--- config.mk ---
export PLATFORM = sky130hd
export DESIGN_NAME = cartwin_mapper
export DESIGN_NICKNAME = d
export VERILOG_FILES = /design/src/rtl/cwm_pkg.sv /design/src/rtl/cwm_port_decode.sv /design/src/rtl/cwm_bank_ctl.sv /design/src/rtl/cwm_store_gate.sv /design/src/rtl/cartwin_mapper.sv
export SDC_FILE = /design/constraint.sdc
export NUM_CORES = 1
export LEC_CHECK = 0
export CAP_MARGIN = 10
export CORE_AREA = 5 5 47 49
export CTS_CLUSTER_SIZE = 12
export DETAILED_ROUTE_END_ITERATION = 8
export DIE_AREA = 0 0 52 54
export DONT_BUFFER_PORTS = 1
export HOLD_SLACK_MARGIN = 0.06
export PLACE_DENSITY = 0.66
export REMOVE_ABC_BUFFERS = 1
export SLEW_MARGIN = 5
export SYNTH_ARGS = -nofsm -noshare
export SYNTH_HDL_FRONTEND = slang
export SYNTH_SLANG_ARGS = --single-unit
--- constraint.sdc ---
create_clock -name clk -period 2.5 [get_ports clk]
set_input_delay 0.125 -clock clk [delete_from_list [all_inputs] [get_ports clk]]
set_output_delay 0.125 -clock clk [all_outputs]
set_load 0.02 [all_outputs]
--- src/rtl/cwm_pkg.sv ---
// Shared types for the cartridge window mapper.
// Assumes: one target per access; the target set is closed.
package cwm_pkg;
    typedef enum logic [1:0] {
        TGT_NONE  = 2'd0,
        TGT_RAM   = 2'd1,
        TGT_FLASH = 2'd2
    } tgt_e;
endpackage

--- src/rtl/cwm_port_decode.sv ---
// Maps the last selected port to a backing memory and a port index.
// Assumes: port numbers below SUB_PORTS may swap flash for RAM;
// the RAM mirror starts at RAM_BASE and is rebased to index 0.
module cwm_port_decode
    import cwm_pkg::*;
#(
    parameter int PORT_W      = 6,
    parameter int IDX_W       = 4,
    parameter int SUB_PORTS   = 2,
    parameter int FLASH_PORTS = 16,
    parameter int RAM_BASE    = 32,
    parameter int RAM_PORTS   = 2
) (
    input  logic [PORT_W-1:0] port,
    input  logic              ram_sub,
    output tgt_e              tgt,
    output logic [IDX_W-1:0]  idx
);
    // Classify the port by range and derive its index.
    always_comb begin
        int unsigned p;
        p   = 32'(port);
        tgt = TGT_NONE;
        idx = '0;
        if (p < 32'(SUB_PORTS)) begin
            tgt = ram_sub ? TGT_RAM : TGT_FLASH;
            idx = IDX_W'(p);
        end else if (p < 32'(FLASH_PORTS)) begin
            tgt = TGT_FLASH;
            idx = IDX_W'(p);
        end else if (p >= 32'(RAM_BASE) && p < 32'(RAM_BASE + RAM_PORTS)) begin
            tgt = TGT_RAM;
            idx = IDX_W'(p - 32'(RAM_BASE));
        end
    end
endmodule

--- src/rtl/cwm_bank_ctl.sv ---
// Holds the current bank and decides which writes switch it.
// Assumes: wr_stb is a qualified host write; a switching write
// never stores, which the store gate learns through switch_hit.
module cwm_bank_ctl #(
    parameter int OFF_W   = 12,
    parameter int BANK_W  = 2,
    parameter int MAP_OFF = 'h7FF
) (
    input  logic              clk,
    input  logic              rst_n,
    input  logic              wr_stb,
    input  logic              bank_hold,
    input  logic              mapper_mode,
    input  logic              be_hi,
    input  logic [OFF_W-1:0]  word_off,
    input  logic [BANK_W-1:0] map_bits,
    output logic [BANK_W-1:0] bank,
    output logic              switch_hit
);
    logic addr_sw;
    logic map_sw;

    // Classify the current write as an address switch or a mapper load.
    always_comb begin
        addr_sw    = wr_stb && !bank_hold;
        map_sw     = wr_stb && bank_hold && mapper_mode && be_hi
                     && (word_off == OFF_W'(MAP_OFF));
        switch_hit = addr_sw || map_sw;
    end

    // Bank register update.
    always_ff @(posedge clk) begin
        if (!rst_n)       bank <= '0;
        else if (addr_sw) bank <= word_off[BANK_W-1:0];
        else if (map_sw)  bank <= map_bits;
    end

    p_addr_switch_r2: assert property (@(posedge clk) disable iff (!rst_n)
        (wr_stb && !bank_hold) |=> (bank == $past(word_off[BANK_W-1:0])));

    p_mapper_load_r3: assert property (@(posedge clk) disable iff (!rst_n)
        (wr_stb && bank_hold && mapper_mode && be_hi && word_off == OFF_W'(MAP_OFF))
        |=> (bank == $past(map_bits)));

    p_bank_hold_r10: assert property (@(posedge clk) disable iff (!rst_n)
        (!wr_stb) |=> $stable(bank));
endmodule

--- src/rtl/cwm_store_gate.sv ---
// Grants RAM byte strobes for writes that are allowed to store.
// Assumes: switch_hit already covers every bank-switching write.
module cwm_store_gate
    import cwm_pkg::*;
#(
    parameter int OFF_W  = 12,
    parameter int SUB_LO = 'h600,
    parameter int SUB_HI = 'h7FE
) (
    input  logic             clk,
    input  logic             rst_n,
    input  logic             wr_stb,
    input  logic             switch_hit,
    input  logic             wr_en,
    input  logic             mapper_mode,
    input  logic [OFF_W-1:0] word_off,
    input  tgt_e             tgt,
    input  logic             be_hi,
    input  logic             be_lo,
    output logic             we_hi,
    output logic             we_lo
);
    logic in_sub;
    logic store_ok;

    // Permission: global enable, or mapper-mode RAM sub-range.
    always_comb begin
        in_sub   = (word_off >= OFF_W'(SUB_LO)) && (word_off <= OFF_W'(SUB_HI));
        store_ok = wr_stb && !switch_hit && (tgt == TGT_RAM)
                   && (wr_en || (mapper_mode && in_sub));
        we_hi    = store_ok && be_hi;
        we_lo    = store_ok && be_lo;
    end

    p_store_perm_r4: assert property (@(posedge clk) disable iff (!rst_n)
        (we_hi || we_lo) |-> (wr_en || mapper_mode));
endmodule

--- src/rtl/cartwin_mapper.sv ---
// Top of the cartridge window mapper: decodes host accesses into a
// memory select, a byte address, byte strobes and read data.
// Assumes: memories answer combinationally with the word whose even
// byte is at mem_addr, even byte in the high half.
module cartwin_mapper
    import cwm_pkg::*;
#(
    parameter int OFF_W  = 12,
    parameter int BANK_W = 2,
    parameter int PORT_W = 6,
    parameter int IDX_W  = 4,
    parameter int DATA_W = 16
) (
    input  logic                                clk,
    input  logic                                rst_n,
    input  logic                                acc_valid,
    input  logic                                acc_write,
    input  logic [OFF_W-1:0]                    word_off,
    input  logic [DATA_W-1:0]                   wdata,
    input  logic                                be_hi,
    input  logic                                be_lo,
    input  logic [PORT_W-1:0]                   sel_port,
    input  logic                                bank_hold,
    input  logic                                mapper_mode,
    input  logic                                wr_en,
    input  logic                                ram_sub,
    input  logic [DATA_W-1:0]                   ram_rdata,
    input  logic [DATA_W-1:0]                   flash_rdata,
    output logic [DATA_W-1:0]                   rd_data,
    output logic [IDX_W+BANK_W+OFF_W:0]         mem_addr,
    output logic                                ram_sel,
    output logic                                flash_sel,
    output logic                                ram_we_hi,
    output logic                                ram_we_lo,
    output logic [DATA_W-1:0]                   mem_wdata
);
    localparam int MAP_LSB = DATA_W / 2;

    tgt_e              tgt;
    logic [IDX_W-1:0]  idx;
    logic [BANK_W-1:0] bank;
    logic              switch_hit;
    logic              wr_stb;
    logic              rd_stb;

    // Qualify the host strobes.
    always_comb begin
        wr_stb = acc_valid && acc_write;
        rd_stb = acc_valid && !acc_write;
    end

    cwm_port_decode #(.PORT_W(PORT_W), .IDX_W(IDX_W)) u_dec (
        .port    (sel_port),
        .ram_sub (ram_sub),
        .tgt     (tgt),
        .idx     (idx)
    );

    cwm_bank_ctl #(.OFF_W(OFF_W), .BANK_W(BANK_W)) u_bank (
        .clk         (clk),
        .rst_n       (rst_n),
        .wr_stb      (wr_stb),
        .bank_hold   (bank_hold),
        .mapper_mode (mapper_mode),
        .be_hi       (be_hi),
        .word_off    (word_off),
        .map_bits    (wdata[MAP_LSB+BANK_W-1:MAP_LSB]),
        .bank        (bank),
        .switch_hit  (switch_hit)
    );

    cwm_store_gate #(.OFF_W(OFF_W)) u_gate (
        .clk         (clk),
        .rst_n       (rst_n),
        .wr_stb      (wr_stb),
        .switch_hit  (switch_hit),
        .wr_en       (wr_en),
        .mapper_mode (mapper_mode),
        .word_off    (word_off),
        .tgt         (tgt),
        .be_hi       (be_hi),
        .be_lo       (be_lo),
        .we_hi       (ram_we_hi),
        .we_lo       (ram_we_lo)
    );

    // Byte address: port index, bank and word offset packed by weight.
    always_comb mem_addr = {idx, bank, word_off, 1'b0};

    // Read data mux and memory selects.
    always_comb begin
        rd_data   = '0;
        flash_sel = rd_stb && (tgt == TGT_FLASH);
        ram_sel   = (rd_stb && (tgt == TGT_RAM)) || ram_we_hi || ram_we_lo;
        if (rd_stb) begin
            case (tgt)
                TGT_RAM:   rd_data = ram_rdata;
                TGT_FLASH: rd_data = flash_rdata;
                default:   rd_data = '0;
            endcase
        end
        mem_wdata = wdata;
    end

    p_sel_excl_r9: assert property (@(posedge clk) disable iff (!rst_n)
        $onehot0({ram_sel, flash_sel}));

    p_switch_quiet_r2: assert property (@(posedge clk) disable iff (!rst_n)
        switch_hit |-> !(ram_we_hi || ram_we_lo));

    p_flash_ro_r5: assert property (@(posedge clk) disable iff (!rst_n)
        (wr_stb && tgt == TGT_FLASH) |-> !(ram_we_hi || ram_we_lo || flash_sel));

    p_none_quiet_r7: assert property (@(posedge clk) disable iff (!rst_n)
        (acc_valid && tgt == TGT_NONE) |-> (rd_data == '0 && !ram_sel && !ram_we_hi && !ram_we_lo));
endmodule

* After elaboration in Yosys (flattened, before gate mapping) *
Index checks and enable logic that the tools add are counted.

storage, ports and cells
  bits in registers = 2
  output and inout port bits = 55
  logic and storage cells = 47

operators by class
  add/sub/neg operators = 1
  $lt $le $gt $ge = 6
  equal/unequal tests = 3
  multiplexer cells = 11
  reductions and logical operators = 25

operator list
  cell                    number
  $pmux W16 S2            1
  $logic_and A1 B1 Y1     17
  $mux W16                1
  $eq A12 B11 Y1 const B  1
  $ge A12 B11 Y1 const B  1
  $le A12 B11 Y1 const B  1
  $mux W4                 3
  $mux W2                 5
  $ge A6 B6 Y1 const B    1
  $lt A6 B2 Y1 const B    1
  $lt A6 B5 Y1 const B    1
  $lt A6 B6 Y1 const B    1
  $logic_or A1 B1 Y1      4
  $sub A4 B1 Y4 const B   1
  $logic_not A1 Y1        3
  $eq A2 B1 Y1 const B    1
  $eq A2 B2 Y1 const B    1
  $reduce_bool A2 Y1      1
  $mux W1                 1

* Depth between registers and ports, before layout *
Gate-level depths: netlist of run 1.

  depth in word-level cells = 13
  gate-level depth with buffers = 9
  gate-level depth less buffers = 7

* By module *
A second synthesis of run 1 with hierarchy kept.

second synthesis, totals
  cells, all modules = 116
  area total of the unflattened synthesis = 823.3 um^2

modules (own cells, without submodules)
  module           instances  cells an instance  area an instance (um^2)
  cartwin_mapper   1          77                 526.8
  cwm_bank_ctl     1          18                 155.1
  cwm_port_decode  1          11                 71.3
  cwm_store_gate   1          10                 70.1

* Least setup slack after synthesis of run 1 *
OpenSTA, ideal clock, no wires.

  path type = input to output
  start = input port sel_port[1]
  end = output port rd_data[10]
  arrival time = 2.103 ns
  data required time = 2.375 ns
  slack = 0.272 ns
  cell stages on the path = 7
  cells stage by stage = or3_1 -> or3_1 -> ha_1 -> or3b_1 -> buf_6 -> buf_6 -> nor2_1

between the ends
  cells in the longest elaborated chain, start to end = 8
  elaborated cells between the ends (all ways) = 12
  classes of those cells = order compare (4); eq/ne (2); mux (5); reduce/logical (1)

RTL lines
  element                                       line                   source
  from (decl)                                   cartwin_mapper.sv:22   input logic [PORT_W-1:0] sel_port,
  $ge A6 B6 Y1 or $lt A6 B6 Y1 (tied branches)  cwm_port_decode.sv:31  end else if (p >= 32'(RAM_BASE) && p < 32'(RAM_BASE + RAM_PORTS)) begin
  $logic_and A1 B1 Y1                           cwm_port_decode.sv:31
  $mux W1                                       cwm_port_decode.sv:31
  $mux W2                                       cwm_port_decode.sv:28  end else if (p < 32'(FLASH_PORTS)) begin
  $mux W2 *                                     cwm_port_decode.sv:25  if (p < 32'(SUB_PORTS)) begin
  $eq A2 B2 Y1 or $eq A2 B1 Y1 (tied branches)  cartwin_mapper.sv:96   case (tgt)
  $pmux W16 S2 *                                cartwin_mapper.sv:96
  $mux W16 *                                    cartwin_mapper.sv:95   if (rd_stb) begin
  to (decl)                                     cartwin_mapper.sv:29   output logic [DATA_W-1:0] rd_data,

Every way passes the cells marked *; elsewhere a longest branch is shown, timed or not.

* Worst setup path after layout of run 1 *
  start = input port sel_port[1]
  end = output port rd_data[12]

The elaborated chain is that of the path after synthesis.

==> results of run 1 <==
## cell type report
class	instances	area, um^2	area share [%]
clock buffer	3	22.5	3.11
inverter	2	7.51	1.04
timing repair buffer	15	115	15.9
multi-input combinational	73	505	69.8
tap	27	33.8	4.66
sequential	2	40.0	5.53
## cells in the mapped netlist
| cell type | n | area share, % |
|---|---|---|
| a21oi_1 | 1 | 0.61 |
| o32ai_2 | 1 | 2.0 |
| mux2i_1 | 2 | 2.5 |
| and3b_2 | 1 | 1.2 |
| and4b_1 | 1 | 1.2 |
| nor3_1 | 3 | 1.8 |
| a22oi_1 | 16 | 15 |
| or3_1 | 2 | 1.5 |
| and3_1 | 1 | 0.77 |
| o21ai_0 | 2 | 1.2 |
| and2_1 | 3 | 2.3 |
| nand4b_1 | 1 | 1.1 |
| nand2_1 | 2 | 0.92 |
| and3b_1 | 1 | 1.1 |
| clkbuf_1 | 2 | 0.92 |
| nand4_1 | 5 | 3.8 |
| conb_1 | 1 | 0.46 |
| nor4_4 | 1 | 2.6 |
| ha_1 | 3 | 4.6 |
| nor2_1 | 14 | 6.4 |
| nor2_2 | 5 | 3.8 |
| or3b_1 | 1 | 1.1 |
| nand2b_1 | 2 | 1.5 |
| o211a_1 | 2 | 2.5 |
| dfxtp_1 | 2 | 4.9 |
| buf_6 | 3 | 4.1 |
| inv_1 | 2 | 0.92 |
| buf_2 | 1 | 0.61 |
| buf_4 | 29 | 27 |
| o41ai_1 | 1 | 1.1 |
| or2_4 | 1 | 1.1 |
## metal layers
| metal | track usage (%) | vias to the layer above |
|---|---|---|
| met1 | 13.1 | 332 |
| met5 | 0 | - |
| met3 | 10.5 | 4 |
| met2 | 27.2 | 87 |
| met4 | 4.80 | 0 |
| li1 | - | 339 |
## metrics by stage
step | hold WS [ps] | utilization [%]
after floorplan | 250 | -
after global placement | 250 | 38.0
after detailed placement | 250 | 38.0
after CTS | 186 | 39.8
after global routing | 208 | 39.8
final | 187 | 39.8
## worst paths after layout
kind	startpoint	end	slack, ps	depth (start not counted)
worst max-delay path	sel_port[1]	rd_data[12]	180	6
worst min-delay path	wdata[9]	u_bank.bank[1]$_SDFFE_PN0P_	190	3
worst max register to register	u_bank.bank[0]$_SDFFE_PN0P_	u_bank.bank[0]$_SDFFE_PN0P_	1780	1
worst min register to register	u_bank.bank[1]$_SDFFE_PN0P_	u_bank.bank[1]$_SDFFE_PN0P_	650	1
## worst min-delay path: cells and delay by family
kind / cells / cell delay [ps]
AO/OA/AOI/OAI: 2 / 210
multiplexers: 1 / 40
## cell families (layout without fill, tap and decap cells)
kind of cell               count (synthesis)  count (layout)  synth area share, %
adders and majority gates                  3               3                 4.59
DFF                                        2               2                 4.90
and+or+nand+nor                           44              44                 32.3
other                                      1               1                0.459
muxes                                      2               2                 2.45
AOI/OAI and AO/OA                         23              23                 22.1
buffers and inverters                     37              20                 33.2
## power by group through the flow
| stage | Sequential [mW] | Clock (mW) | Combinational, mW |
|---|---|---|---|
| global placement | 0.0374 | 0 | 0.0536 |
| finish | 0.0371 | 0.0659 | 0.0573 |
| global route | 0.0373 | 0.0739 | 0.0622 |
| floorplan | 0.0371 | 0 | 0.0466 |
| detailed placement | 0.0375 | 0 | 0.0560 |
| CTS | 0.0371 | 0.0672 | 0.0577 |
==> results.md, run 1 <==
- The run finished with clean final reports.
- The ratio of final minimum period to clock period is 92.7%.
- The violation count after the first detailed-route iteration is 8.
- In this run, post-CTS repair resized a total of 0 instances.
- The die covers about 2800 um^2.
- The placed instance area is between 600 and 700 um^2.
- The gate count after technology mapping is 112.
- The clock slew seen by the registers of the worst setup and hold paths is 30 ps.
- The final-report setup violation count is 0.
- The largest single stage delay on the critical path is 620 ps.
- The first TritonRoute pass finished after 5 iterations.
- The top cell family by delay on the critical path is simple AND/OR/NAND/NOR gates.
- The count of buffers added on input and output ports is 0.
- The endpoint type of the worst setup path is a primary output.
- Traced cell by cell, the critical path runs through or3_1, or3_1, ha_1, or3b_1, nor2_1, buf_4.
- In this run the horizontal extent of the chip is between 50 and 60 um.
- The cell area after synthesis is 817 um^2.
- The buffer cell driving the clock tree root is clkbuf_4.
- In this run the worst hold path is classified as in2reg.
- For the worst setup path, the data arrival time is around 2200 ps.
- Across the run, the number of max-cap violations was 0.
- The register with the most flip-flops in the layout has 2 of them.
- For the worst setup path, the data required time is 2380 ps.
- The final net count is 176.
- The vias after detailed routing is 762.
- The starting utilization of the core area is 44.8%.
- The proportion of total power due to net switching is 31.2%.
- The first global-routing pass estimated 3.13 mm of wire.
- The headroom to the max-slew limit is 60.2%.
- Synthesis instantiated 31 different standard cells from the library.
- The clock network accounts for 41.1% of the total power.
- Together, buffers and inverters on the worst path number 1.
- The number of CTS-inserted buffers is 3.
- The largest net degree at the start of global routing is 19.
- The number of cell rows is 16.
- The worst-path cell with the longest stage delay is or3b_1.
- Routed signal wires occupy layers up through met4.
- The most common cell after layout, fill and taps aside is a22oi_1.
- Adding up every negative setup slack in the final design gives 0 ps.
- The longest clock path from root to sink contains 2 buffers.
- A synthesized cell averages roughly 7.3 um^2.
- The smallest clock period supported by the final layout is computed as about 2300 ps.
- Measured along the y axis, the die boundary spans roughly 54 um.
- Setup repair after global routing left no endpoint under its margin.
- The post-placement worst setup slack is 177 ps.
- The wire length per cell is 20.1 um.
- Pin placement for this block handled 131 I/O pins.
- The congestion estimate from routability-driven global placement came to 0.736.
- The logic gate share of total power is 35.8%.
- The routed length on met2 is 1.20 mm.
- After detailed routing, the number of remaining DRC violations is 0.
- In the final routing, the length of wire on met1 measures 817 um.
- For this design the ratio of total power to cell area is 221 nW/um^2.
- The insertion delay of the later-clocked pin in the worst-skew pair is roughly 210 ps.
- Across the routed clock network, the largest skew measured is 0 ps.
- TritonCTS built the clock tree.
- The library cells used most frequently in the layout, excluding fill and tap cells, are a22oi_1 (16), nor2_1 (14), buf_4 (14).
- The routed via count divided by cell count is 6.25.
- The number of fill cells is around 180.
- The synthesized design contains 2 register bits.
- The post-placement cell count is about 120.
- For this design the total switching power over the nets is 50.0 uW.
- Yosys printed 0 warnings.
- The via count of the first global-routing pass is 698.
- The final wirelength is 2.45 mm.
- The maximum VDD drop is approximately 0.00036 V.
- Post-CTS timing repair inserted 0 buffers for setup.
- Counting flops per register, the top entry is u_bank.bank.
- The detailed placement HPWL is roughly 2.1 mm.
- Summing the sequential cell areas from Yosys gives 4.90% of the chip area.
- Based on the critical path, the design can be clocked at up to 431 MHz.
- The least setup slack across all paths after layout is 182 ps.
- The analysis attributes to cell leakage a power of 0.296 nW.
- The number of levels the H-tree was split into is 1.
- The met3 routed wirelength is 411 um.
- The largest registers in the layout are u_bank.bank (2).
- Compared with the post-synthesis result, the final layout area differs by -11.3%.
- For the pin with the worst max-slew slack, the measured transition is 596 ps.
- The finished layout holds 122 standard cells, fillers aside.
- The initial antenna violation count is 0.
- The class of the most critical setup path is in2out.
- The count of pins over their slew limit is 0.
- Clock tree synthesis found a total of 2 sinks.
- The post-route cell area is 724 um^2.
- The core area is 1820 um^2.
- STA classifies the critical path startpoint as an input pin.
- The total power after layout is 160 uW.
- The fraction of power consumed by sequential logic is between 20% and 30%.
- The design internal power is 110 uW.
- The residual antenna-violating net count after detailed routing is 0.
- The total overflow left after global routing is 0.
- The largest fanout on the critical path is 16.
- Across every metal layer, demand over resource in global routing totals between 10% and 20%.
- The hold violation count in the final report is 0.
- The total of hold buffers inserted after clock tree synthesis is 1.
- Cells with a size suffix above 1 make up 27.4% of the layout.
- The most frequent cell on the critical path is or3_1.
- The number of antenna diodes in the final layout is 0.
No activity file was read; power rests on OpenSTA's default activity.
==> run 2: changes to the inputs <==
- PLACE_DENSITY: 0.66 -> 0.69
- clock period: 2.5 -> 1.89 ns (I/O delays scaled with it)
==> run 2 against run 1 <==
  * The flow now finishes with violations (negative setup slack)
  * Final cell count rose by 4.1%
  * Sequential cell count did not move
  * Critical path depth rose by 1
  * Via count rose by 5.6%
  * Non-clock buffer count rose by 5
  * Total power rose by 61%
  * Routed wire length rose by 20%
  * Critical endpoint is now rd_data[9]
  * Largest power group is now combinational cells
  * Highest routed layer unchanged
==> results.md, run 2 (synthesized netlist as in run 1, its figures left out) <==
- 131 I/O pins were placed.
- Max-cap violations in this run came to 0.
- At the later pin of the worst-skew pair, clock insertion delay measures 230 ps.
- The count of pins over their slew limit is 0.
- The startpoint type of the worst setup path is an input pin.
- Setup total negative slack on the finished layout was measured at -1340 ps.
- The die outline height is 54 um.
- The library cell used most frequently in the layout, excluding fill and tap cells, is nor2_4.
- The placer's final routability congestion estimate is 0.720.
- After global routing the overflow that remains totals 0.
- The number of levels the H-tree was split into is 1.
- Clock tree synthesis found a total of 2 sinks.
- The post-placement worst setup slack is -224 ps.
- The layout-stage area growth over the synthesis result is 20.5%.
- The CTS tree is done.
- The register containing the most flip-flops in the final layout is u_bank.bank.
- The number of cell rows is 16.
- The buffer cell driving the clock tree root is clkbuf_4.
- For the worst setup path, the data arrival time is 1900 ps.
- After the flow finishes, the layout carries non-filler instances totaling 127.
- The number of buffers and inverters on the critical path is 2.
- In the layout the commonest cells are nor2_4 (16), a22oi_1 (15), buf_6 (12).
- The initial antenna violation count is 0.
- The final wirelength is 2.94 mm.
- Walking the worst path, the cells encountered are or3_4, or3_4, ha_4, or3b_4, buf_12, nor2_4, buf_6.
- The die is 52 um wide.
- The first-pass GRT wire length is 3.93 mm.
- The power density normalized to cell area is 263 nW/um^2.
- The vias after detailed routing is 805.
- The critical path in this run is classified as in2out.
- The final reports fail on negative setup slack.
- The largest net degree at the start of global routing is 17.
- In this run the static leakage power is 0.350 nW.
- The detailed placement HPWL is 2.28 mm.
- The least setup slack across all paths after layout is -104 ps.
- The run finished, with violations left.
- The starting utilization of the core area is 44.8%.
- In this run the deepest clock path goes through 2 buffers.
- The ratio of final minimum period to clock period is 106%.
- The largest fanout on the critical path is 8.
- The length of the first detailed-routing pass in iterations is 4.
- The tightest min-delay check is of the in2reg type.
- The number of I/O port buffers is 0.
- Global routing consumed, over all layers together, 19.3% of the routing resources.
- By instance count, the cell type seen most on the critical path is or3_4.
- The hold violation count in the final report is 0.
- The residual antenna-violating net count after detailed routing is 0.
- The register with the most flip-flops in the layout has 2 of them.
- After detailed routing, the average wire length per cell comes to 23.1 um.
- In this run, CTS created clock tree buffers numbering 3.
- The fraction of layout instances using a drive strength above 1 is 51.0%.
- Setup repair after global routing could not meet its margin everywhere.
- Summing all non-filler instances in the final layout gives an area of 985 um^2.
- The endpoint type of the worst setup path is a primary output.
- The kind of cell with the highest combined delay along the critical path is simple AND/OR/NAND/NOR gates.
- The detailed router finished its first iteration with 6 violations.
- The placed instances occupy a cell area of 714 um^2.
- Clock skew on the completed layout was measured at 0 ps.
- The count of antenna diodes in the layout is 0.
- The clock period minus worst slack is between 1500 and 2000 ps.
- The core area is approximately 1800 um^2.
- After layout, the design draws a total of 259 uW.
- The post-placement cell count is 121.
- Setup violations remaining at the end of the flow were counted as 16.
- The final layout contains 181 nets.
- The worst-path cell with the longest stage delay is or3b_4.
- The post-detailed-route DRC marker count is 0.
- The routed via count divided by cell count is 6.34.
- The largest registers in the layout are u_bank.bank (2).
- The die covers 2810 um^2.
- The clock slew seen by the registers of the worst setup and hold paths is 30 ps.
- IR analysis of the VDD net gives a maximum drop of 0.000403 V.
- The via count of the first global-routing pass is 854.
- The worst path required time is approximately 1800 ps.
- The upper clock frequency limit is 501 MHz.
- In this design, the stage delay of the slowest critical-path cell is 430 ps.
run 2: per-stage QoR:
step	hold slack, ps	util [%]
floorplan	189	-
global placement	189	39.2
detailed placement	189	39.2
CTS	157	45.5
global route	174	54.1
finish	167	54.1
run 2: area by class of cell:
type / count / area, um^2
sequential: 2 / 40.0
multi-input combinational: 73 / 658
tap: 27 / 33.8
fill: 155 / 837
inverter: 2 / 7.51
clock buffer: 3 / 22.5
timing repair buffer: 20 / 223
run 2: where the power goes:
part	switching [mW]	leakage, nW	internal, mW
logic	0.0633	0.320	0.0464
registers	0.00444	0.0164	0.0447
clock network	0.0291	0.0138	0.0706
total	0.0969	0.350	0.162
run 2: worst paths after layout:
kind,startpoint,cells past startpoint,slack [ps],endpoint
worst max-delay path,sel_port[3],7,-100,rd_data[9]
worst min-delay path,wdata[9],3,170,u_bank.bank[1]$_SDFFE_PN0P_
worst max register to register,u_bank.bank[0]$_SDFFE_PN0P_,1,1130,u_bank.bank[0]$_SDFFE_PN0P_
worst min register to register,u_bank.bank[1]$_SDFFE_PN0P_,1,660,u_bank.bank[1]$_SDFFE_PN0P_
run 2: metal layers:
| layer | global-route usage [%] | wire length, um | vias to the layer above |
|---|---|---|---|
| met5 | 10.4 | 0 | - |
| met4 | 6.55 | 28 | 0 |
| met3 | 13.3 | 545 | 4 |
| met2 | 36.2 | 1570 | 92 |
| met1 | 15.2 | 798 | 362 |
| li1 | - | - | 347 |
run 2: timing repair:
item / in CTS / in global routing
hold endpoints to repair: 2 / 0
hold buffers: 1 / 0
endpoints found under the setup margin: 17 / 18
gates resized for setup: 17 / 38
pin swaps: 2 / 18
setup buffers: 1 / 0
gates cloned: 1 / 0
